===== config.mk =====
export PLATFORM = sky130hd
export DESIGN_NAME = pst_translator
export DESIGN_NICKNAME = d
export VERILOG_FILES = /design/src/rtl/pst_pkg.sv /design/src/rtl/pst_sdw_check.sv /design/src/rtl/pst_addr_mux.sv /design/src/rtl/pst_translator.sv
export SDC_FILE = /design/constraint.sdc
export NUM_CORES = 1
export LEC_CHECK = 0
export BUFFER_PORTS_ARGS = -buffer_cell sky130_fd_sc_hd__buf_2
export CORE_UTILIZATION = 56
export DETAILED_ROUTE_END_ITERATION = 10
export PLACE_DENSITY_LB_ADDON = 0.15
export SYNTH_ARGS = -nofsm -noshare
export SYNTH_HDL_FRONTEND = slang
export SYNTH_SLANG_ARGS = --single-unit
export TNS_END_PERCENT = 20

===== constraint.sdc =====
create_clock -name clk -period 3.66 [get_ports clk]
set_input_delay 0.183 -clock clk [delete_from_list [all_inputs] [get_ports clk]]
set_output_delay 0.183 -clock clk [all_outputs]
set_load 0.05 [all_outputs]

===== src/rtl/pst_pkg.sv =====
package pst_pkg;

    typedef enum logic [2:0] {
        PST_OK          = 3'd0,
        PST_SEG_RANGE   = 3'd1,
        PST_DSC_ABSENT  = 3'd2,
        PST_SEG_FLAGGED = 3'd3,
        PST_OFF_RANGE   = 3'd4,
        PST_RIGHTS      = 3'd5,
        PST_RING        = 3'd6,
        PST_PAGE_ABSENT = 3'd7
    } pst_fault_e;

    typedef enum logic [2:0] {
        W_IDLE   = 3'd0,
        W_RD_DPT = 3'd1,
        W_RD_SDW = 3'd2,
        W_RD_SPT = 3'd3,
        W_FINISH = 3'd4
    } pst_walk_e;

    localparam logic [1:0] K_READ  = 2'd0;
    localparam logic [1:0] K_WRITE = 2'd1;
    localparam logic [1:0] K_EXEC  = 2'd2;

endpackage


===== src/rtl/pst_sdw_check.sv =====
module pst_sdw_check
    import pst_pkg::*;
#(
    parameter int PA_W  = 24,
    parameter int OFF_W = 14,
    localparam int SDW_W = PA_W + OFF_W + 7
) (
    input  logic [SDW_W-1:0] sdw,
    input  logic [OFF_W-1:0] off,
    input  logic [1:0]       kind,
    input  logic [2:0]       ring,
    output pst_fault_e       code,
    output logic [PA_W-1:0]  pt_base
);
    localparam int RING_LO = PA_W + OFF_W;
    localparam int BIT_R   = RING_LO + 3;
    localparam int BIT_W   = RING_LO + 4;
    localparam int BIT_X   = RING_LO + 5;
    localparam int BIT_F   = RING_LO + 6;

    logic [OFF_W-1:0] seg_len;
    logic [2:0]       seg_ring;
    logic             permit;

    assign pt_base  = sdw[PA_W-1:0];
    assign seg_len  = sdw[PA_W +: OFF_W];
    assign seg_ring = sdw[RING_LO +: 3];

    always_comb begin
        unique case (kind)
            K_READ:  permit = sdw[BIT_R];
            K_WRITE: permit = sdw[BIT_W];
            K_EXEC:  permit = sdw[BIT_X];
            default: permit = 1'b0;
        endcase
    end

    always_comb begin
        if (sdw[BIT_F])            code = PST_SEG_FLAGGED;
        else if (off > seg_len)    code = PST_OFF_RANGE;
        else if (ring > seg_ring)  code = PST_RING;
        else if (!permit)          code = PST_RIGHTS;
        else                       code = PST_OK;
    end

endmodule


===== src/rtl/pst_addr_mux.sv =====
module pst_addr_mux
    import pst_pkg::*;
#(
    parameter int PA_W    = 24,
    parameter int PG_BITS = 10,
    parameter int SP_W    = 2,
    parameter int IP_W    = 4,
    localparam int FR_W   = PA_W - PG_BITS
) (
    input  pst_walk_e          state,
    input  logic [PA_W-1:0]    dbr_pt,
    input  logic [SP_W-1:0]    sp,
    input  logic [PG_BITS-1:0] sw,
    input  logic [FR_W-1:0]    dframe,
    input  logic [PA_W-1:0]    spt_base,
    input  logic [IP_W-1:0]    ip,
    output logic [PA_W-1:0]    addr
);
    always_comb begin
        case (state)
            W_RD_DPT: addr = dbr_pt + PA_W'(sp);
            W_RD_SDW: addr = {dframe, sw};
            W_RD_SPT: addr = spt_base + PA_W'(ip);
            default:  addr = '0;
        endcase
    end

endmodule


===== src/rtl/pst_translator.sv =====
module pst_translator
    import pst_pkg::*;
#(
    parameter int PA_W    = 24,
    parameter int SEG_W   = 12,
    parameter int OFF_W   = 14,
    parameter int PG_BITS = 10,
    localparam int DW     = PA_W + OFF_W + 8
) (
    input  logic             clk,
    input  logic             rst_n,
    input  logic [PA_W-1:0]  dbr_pt,
    input  logic [SEG_W-1:0] dbr_len,
    input  logic             req_valid,
    input  logic [SEG_W-1:0] req_seg,
    input  logic [OFF_W-1:0] req_off,
    input  logic [1:0]       req_kind,
    input  logic [2:0]       req_ring,
    output logic             busy,
    output logic             mem_valid,
    output logic [PA_W-1:0]  mem_addr,
    input  logic             mem_ready,
    input  logic [DW-1:0]    mem_rdata,
    output logic             done,
    output logic [2:0]       res_code,
    output logic [PA_W-1:0]  res_pa,
    output logic [SEG_W-1:0] res_seg,
    output logic [OFF_W-1:0] res_off
);
    localparam int FR_W  = PA_W - PG_BITS;
    localparam int SP_W  = SEG_W - PG_BITS;
    localparam int IP_W  = OFF_W - PG_BITS;
    localparam int SDW_W = DW - 1;

    pst_walk_e        state, state_d;
    logic [SEG_W-1:0] seg_q;
    logic [OFF_W-1:0] off_q;
    logic [1:0]       kind_q;
    logic [2:0]       ring_q;
    logic [FR_W-1:0]  dframe_q;
    logic [PA_W-1:0]  spt_q;
    pst_fault_e       code_q;
    logic [PA_W-1:0]  pa_q;

    logic             hs;
    logic             present;
    logic             seg_over;
    pst_fault_e       chk_code;
    logic [PA_W-1:0]  chk_pt;

    assign hs       = mem_valid && mem_ready;
    assign present  = mem_rdata[DW-1];
    assign seg_over = req_seg > dbr_len;

    pst_sdw_check #(.PA_W(PA_W), .OFF_W(OFF_W)) u_check (
        .sdw     (mem_rdata[SDW_W-1:0]),
        .off     (off_q),
        .kind    (kind_q),
        .ring    (ring_q),
        .code    (chk_code),
        .pt_base (chk_pt)
    );

    pst_addr_mux #(.PA_W(PA_W), .PG_BITS(PG_BITS), .SP_W(SP_W), .IP_W(IP_W)) u_addr (
        .state    (state),
        .dbr_pt   (dbr_pt),
        .sp       (seg_q[SEG_W-1:PG_BITS]),
        .sw       (seg_q[PG_BITS-1:0]),
        .dframe   (dframe_q),
        .spt_base (spt_q),
        .ip       (off_q[OFF_W-1:PG_BITS]),
        .addr     (mem_addr)
    );

    // Next-state decision
    always_comb begin
        state_d = state;
        unique case (state)
            W_IDLE:   if (req_valid) state_d = seg_over ? W_FINISH : W_RD_DPT;
            W_RD_DPT: if (hs) state_d = present ? W_RD_SDW : W_FINISH;
            W_RD_SDW: if (hs) state_d = (chk_code == PST_OK) ? W_RD_SPT : W_FINISH;
            W_RD_SPT: if (hs) state_d = W_FINISH;
            W_FINISH: state_d = W_IDLE;
            default:  state_d = W_IDLE;
        endcase
    end

    // State register
    always_ff @(posedge clk) begin
        if (!rst_n) state <= W_IDLE;
        else        state <= state_d;
    end

    // Walk data and results
    always_ff @(posedge clk) begin
        if (!rst_n) begin
            seg_q    <= '0;
            off_q    <= '0;
            kind_q   <= '0;
            ring_q   <= '0;
            dframe_q <= '0;
            spt_q    <= '0;
            code_q   <= PST_OK;
            pa_q     <= '0;
        end else begin
            case (state)
                W_IDLE: if (req_valid) begin
                    seg_q  <= req_seg;
                    off_q  <= req_off;
                    kind_q <= req_kind;
                    ring_q <= req_ring;
                    pa_q   <= '0;
                    code_q <= seg_over ? PST_SEG_RANGE : PST_OK;
                end
                W_RD_DPT: if (hs) begin
                    dframe_q <= mem_rdata[FR_W-1:0];
                    if (!present) code_q <= PST_DSC_ABSENT;
                end
                W_RD_SDW: if (hs) begin
                    spt_q  <= chk_pt;
                    code_q <= chk_code;
                end
                W_RD_SPT: if (hs) begin
                    if (present) pa_q <= {mem_rdata[FR_W-1:0], off_q[PG_BITS-1:0]};
                    else         code_q <= PST_PAGE_ABSENT;
                end
                default: ;
            endcase
        end
    end

    assign busy      = (state != W_IDLE);
    assign mem_valid = (state == W_RD_DPT) || (state == W_RD_SDW) || (state == W_RD_SPT);
    assign done      = (state == W_FINISH);
    assign res_code  = code_q;
    assign res_pa    = pa_q;
    assign res_seg   = seg_q;
    assign res_off   = off_q;

endmodule


; After elaboration in Yosys (flattened, before gate mapping)
; Cells that the tools add are included.
[totals]
regBits = 99
latchBits = 0
mem_bits_rw = 0
romBits = 0
input_bits = 117
memories = 0
[op_classes]
n_addsub = 2
mul = 0
div_mod_pow = 0
magnitude_cmp = 3
eq_ne = 13
n_shift = 0
mux = 26
n_bitwise = 0
reduce_logical = 15
[op_table]
columns = operator, count
row1 = $mux W24, 3
row2 = $pmux W24 S3, 1
row3 = $mux W3, 17
row4 = $pmux W24 S2, 1
row5 = $add A24 B2 Y24, 1
row6 = $add A24 B4 Y24, 1
row7 = $pmux W3 S4, 2
row8 = $gt A14 B14 Y1, 1
row9 = $ne A2 B2 Y1 const B, 7
row10 = $gt A12 B12 Y1, 1
row11 = $reduce_and A4 Y1, 2
row12 = $reduce_and A7 Y1, 1
row13 = $eq A3 B2 Y1 const B, 2
row14 = $logic_not A3 Y1, 2
row15 = $reduce_and A2 Y1, 3
row16 = $reduce_bool A4 Y1, 1
row17 = $eq A3 B1 Y1 const B, 1
row18 = $eq A3 B3 Y1 const B, 1
row19 = $gt A3 B3 Y1, 1
row20 = $pmux W1 S3, 1
row21 = $reduce_bool A3 Y1, 1
row22 = $eq A2 B1 Y1 const B, 1
row23 = $eq A2 B2 Y1 const B, 1
row24 = $logic_not A2 Y1, 1
row25 = 4 further kinds, 5

; Logic depth before layout (Yosys ltp)
[logic_depth]
ltp_word = 10
mapped_depth = 9

; Cells and area by module
; A second synthesis with hierarchy kept.
[hier_totals]
hier_cells = 820
hier_area_um2 = 6372.4
[modules_own_cells]
columns = module, n_inst, cells_per_inst, area_each_um2, seq_area_each_um2
row1 = pst_translator, 1, 511, 4201.5, 1981.9
row2 = pst_addr_mux, 1, 218, 1507.7, 0.0
row3 = pst_sdw_check, 1, 91, 663.1, 0.0

; Worst setup path after synthesis
; Ideal clock, no wire load.
[synth_timing]
path_type = flip-flop to output port
startpoint = register off_q[11] (netlist: res_off[11])
endpoint = output port mem_addr[11]
arrival_time_ps = 3096
setup_slack_ps = 381
stages_incl_launch_ff = 8
n_path_buf = 0
cell_sequence = dfxtp_1 -> ha_1 -> a21o_1 -> a21o_1 -> a21oi_2 -> nor3b_1 -> xnor2_1 -> o21ai_0
[synth_between]
elab_chain_cells = 2
[synth_lines]
columns = element, line
row1 = "start, declared", pst_translator.sv:37  ; logic [OFF_W-1:0] off_q;
row2 = "start signal, assigned", pst_translator.sv:109  ; off_q <= req_off;
row3 = $add A24 B4 Y24, pst_addr_mux.sv:23  ; W_RD_SPT: addr = spt_base + PA_W'(ip);
row4 = $pmux W24 S3, pst_addr_mux.sv:20  ; case (state)
row5 = "end, declared", pst_translator.sv:21  ; output logic [PA_W-1:0] mem_addr,
; Every way passes these cells.

; Final worst setup path
[layout_timing]
startpoint = register off_q[10] (netlist: res_off[10])
endpoint = output port mem_addr[16]
; The elaborated chain is that of the path after synthesis.

==> impl_metrics.csv <==
group,metric,value,unit
run_status,status,"completed",
critical_path,critPathKind,"flop to output port",
yosys,syn_inst,772,
placement,dp.cells,1066,
yosys,ys_seq_area_share,32.8,%
run,drv_cap,0,
critical_path,worstPathArrival,2.91,ns
critical_path,cp_max_fo,4,
yosys,netlist_area,6040,sq um
floorplan,pin_count,197,
timing,max_freq,0.323,GHz
clock_tree,clkTransAtPathRegs,0.11,ns
placement,portBuffers,196,
timing,hold_viol,0,
clock_tree,tritoncts,"built",
timing,clock_skew,0.0139,ns
yosys,synth_area_leaders,"dfxtp_1, nand2_1, a21boi_1, ha_1, xnor2_1",
timing,whs,0.0162,ns
yosys,synth_edf_count,0,
timing,finalSetupTns,0,ns
timing,worst_pin_slew,1.14,ns
floorplan,die_x,106,um
pwr,powerDensity,369,nW/um^2
clock_tree,post_cts_resized,0,
global_routing,grt_max_degree,75,
timing,rsz0062_at_grt,"false",
drt,final_antenna_net_count,0,
floorplan,num_rows,37,
yosys,yosys_warnings,0,
global_routing,antenna_found_initial,0,
min_path,hold_class,"input port to flop",
placement,place_congestion,0.965,
timing,fin_crit_sh,84.6,%
drt,wl_per_cell,15.9,um
drt,drt-initial-drc-count,381,
critical_path,end_kind,"output port",
global_routing,globalRouteOverflowTotal,0,
finish,mostFrequentLayoutCells,"nand2_1, buf_2, dfxtp_1",
clock_tree,cts.sink_count,99,
floorplan,start_util,58.3,%
timing,slew-limit-headroom,24.0,%
pwr,leakage,3.13,nW
finish,drive_gt1_share,24.9,%
timing,setup_viol,0,
yosys,synth_seq_cells,99,
drt,vias,6161,
critical_path,worstSetupStartpointType,"flop",
drt,drt_pass1_iterations,5,
clock_tree,cts_setup_buffers,0,
global_routing,grt_first_pass_wirelength,28500,um
floorplan,dieArea,11200,sq um
yosys,yosys.area.top_type_share,32.8,%
yosys,synth_nets,926,
finish,n_fill_cell,883,
finish,final_nets,1095,
drt,via_per_inst,5.69,
clock_tree,cts_hold_buf,0,
drt,drc_errors,0,
yosys,avgSynthCellArea,7.82,sq um
finish,final_cells,1082,
clock_tree,clock_latency,0.39,ns
timing,report.final.slew_viol_count,0,
clock_tree,htree_levels,3,
floorplan,die_h,106,um
timing,period_needed,3.10,ns
placement,hpwl,13100,um
floorplan,core,10400,sq um
finish,antenna_cells,0,
clock_tree,clockBufferDepth,2,
global_routing,grt_pass1_vias,5976,
critical_path,required,3.48,ns
clock_tree,root_buffer,"clkbuf_8",
pwr,power.total,2.67,mW
pwr,vdd_ir_drop_max,0.250,mV
finish,final_common_cell,"nand2_1",
clock_tree,cts_made_buffers,9,
yosys,synth_top_flop_cell,"dfxtp_1",
global_routing,grt_usage,31.8,%
yosys,synth_largest_area_cell,"dfxtp_1",
yosys,synthArstFlopShare,0,%
yosys,synth_cell_type_count,59,
finish,syn2layout_area_growth,19.9,%
drt,routed_wl,17200,um
[critical path, cell delays in order (launching register included)]
cell,delay [ns]
dfxtp_1,0.39
ha_1,0.18
inv_1,0.05
fa_1,0.39
nor2b_1,0.11
o21ai_0,0.16
a2111o_1,0.55
nor2_1,0.15
xnor2_1,0.08
o221ai_1,0.18
buf_2,0.31
[through the flow]
step	instance area [sq um]	util, %	worst slack, ns
final	7240	69.8	0.565
after detailed placement	7060	68.0	0.962
after floorplan	6040	-	0.381
after global placement	7060	68.0	0.997
after global routing	7240	69.8	0.376
after CTS	7240	69.8	0.546
[cell usage after synthesis (2+ instances only)]
master      n
a21boi_0   23
a21boi_1   70
a21o_1      5
a21oi_1    15
a22oi_1    10
a31oi_1     4
and2_1      4
and2b_1     3
and3_1      3
buf_1       5
buf_2      11
buf_4       2
clkbuf_1   25
dfxtp_1    99
fa_1        2
ha_1       35
inv_1      38
mux2_2      2
mux2i_1     2
nand2_1   203
nand2b_1    7
nand3_1    42
nand3b_1    2
nand4_1    13
nor2_1     22
nor2b_1     6
nor3_1      4
nor3_2      2
nor3b_1     3
nor4_1      2
nor4_2      3
o211ai_1    5
o21a_1      3
o21ai_0    18
o221a_2     2
o221ai_1    9
o221ai_2    3
o31ai_1     2
xnor2_1    27
xor2_1     17
[power breakdown]
part / internal, mW / switching, mW / total [mW] / leakage (nW)
clock network: 0.277 / 0.408 / 0.685 / 0.0960
logic: 0.244 / 0.554 / 0.798 / 2.23
registers: 1.13 / 0.0594 / 1.19 / 0.804
total: 1.65 / 1.02 / 2.67 / 3.13
[per-layer routing]
| layer | wire (um) | GRT usage, % | vias to the layer above |
|---|---|---|---|
| li1 | - | - | 2979 |
| met1 | 7370 | 41.3 | 2871 |
| met2 | 7870 | 52.8 | 282 |
| met3 | 1570 | 6.37 | 29 |
| met4 | 344 | 10.4 | 0 |
| met5 | 0 | 0 | - |
[flip-flops by register name, summed over array words and instances (netlist names)]
name / count
res_code: 3
res_off: 14
dframe_q: 14
res_pa: 24
kind_q: 2
ring_q: 3
res_seg: 12
state: 3
spt_q: 24
[layout make-up]
| class | instances | area, sq um | area share (%) |
|---|---|---|---|
| clock inverters | 5 | 46.3 | 0.639 |
| multi-input cells | 592 | 3740 | 51.7 |
| repair buffers | 201 | 1020 | 14.1 |
| flip-flops and latches | 99 | 1980 | 27.4 |
| clock buffers | 11 | 141 | 1.95 |
| inverters | 38 | 143 | 1.97 |
| well taps | 136 | 170 | 2.35 |
[path summary, 6_finish.rpt]
check             cells past startpoint           from  slack [ns]            to
setup / recovery                     10    res_off[10]        0.56  mem_addr[16]
hold / removal                        3  mem_rdata[18]        0.02     spt_q[18]
setup reg to reg                      5       state[1]        0.89     spt_q[23]
hold reg to reg                       2     res_pa[19]        0.45    res_pa[19]
[cells by family after synthesis]
logic type                 Yosys count  share of synthesized area (%)
DFF                                 99                           32.8
buffers and inverters               81                           5.39
and+or+nand+nor                    330                           25.4
AOI/OAI and AO/OA                  177                           21.4
adders and majority gates           37                           7.91
xor gates and xnor gates            44                           6.38
muxes                                4                          0.704
Note: power is estimated with default switching activity, not from simulation.
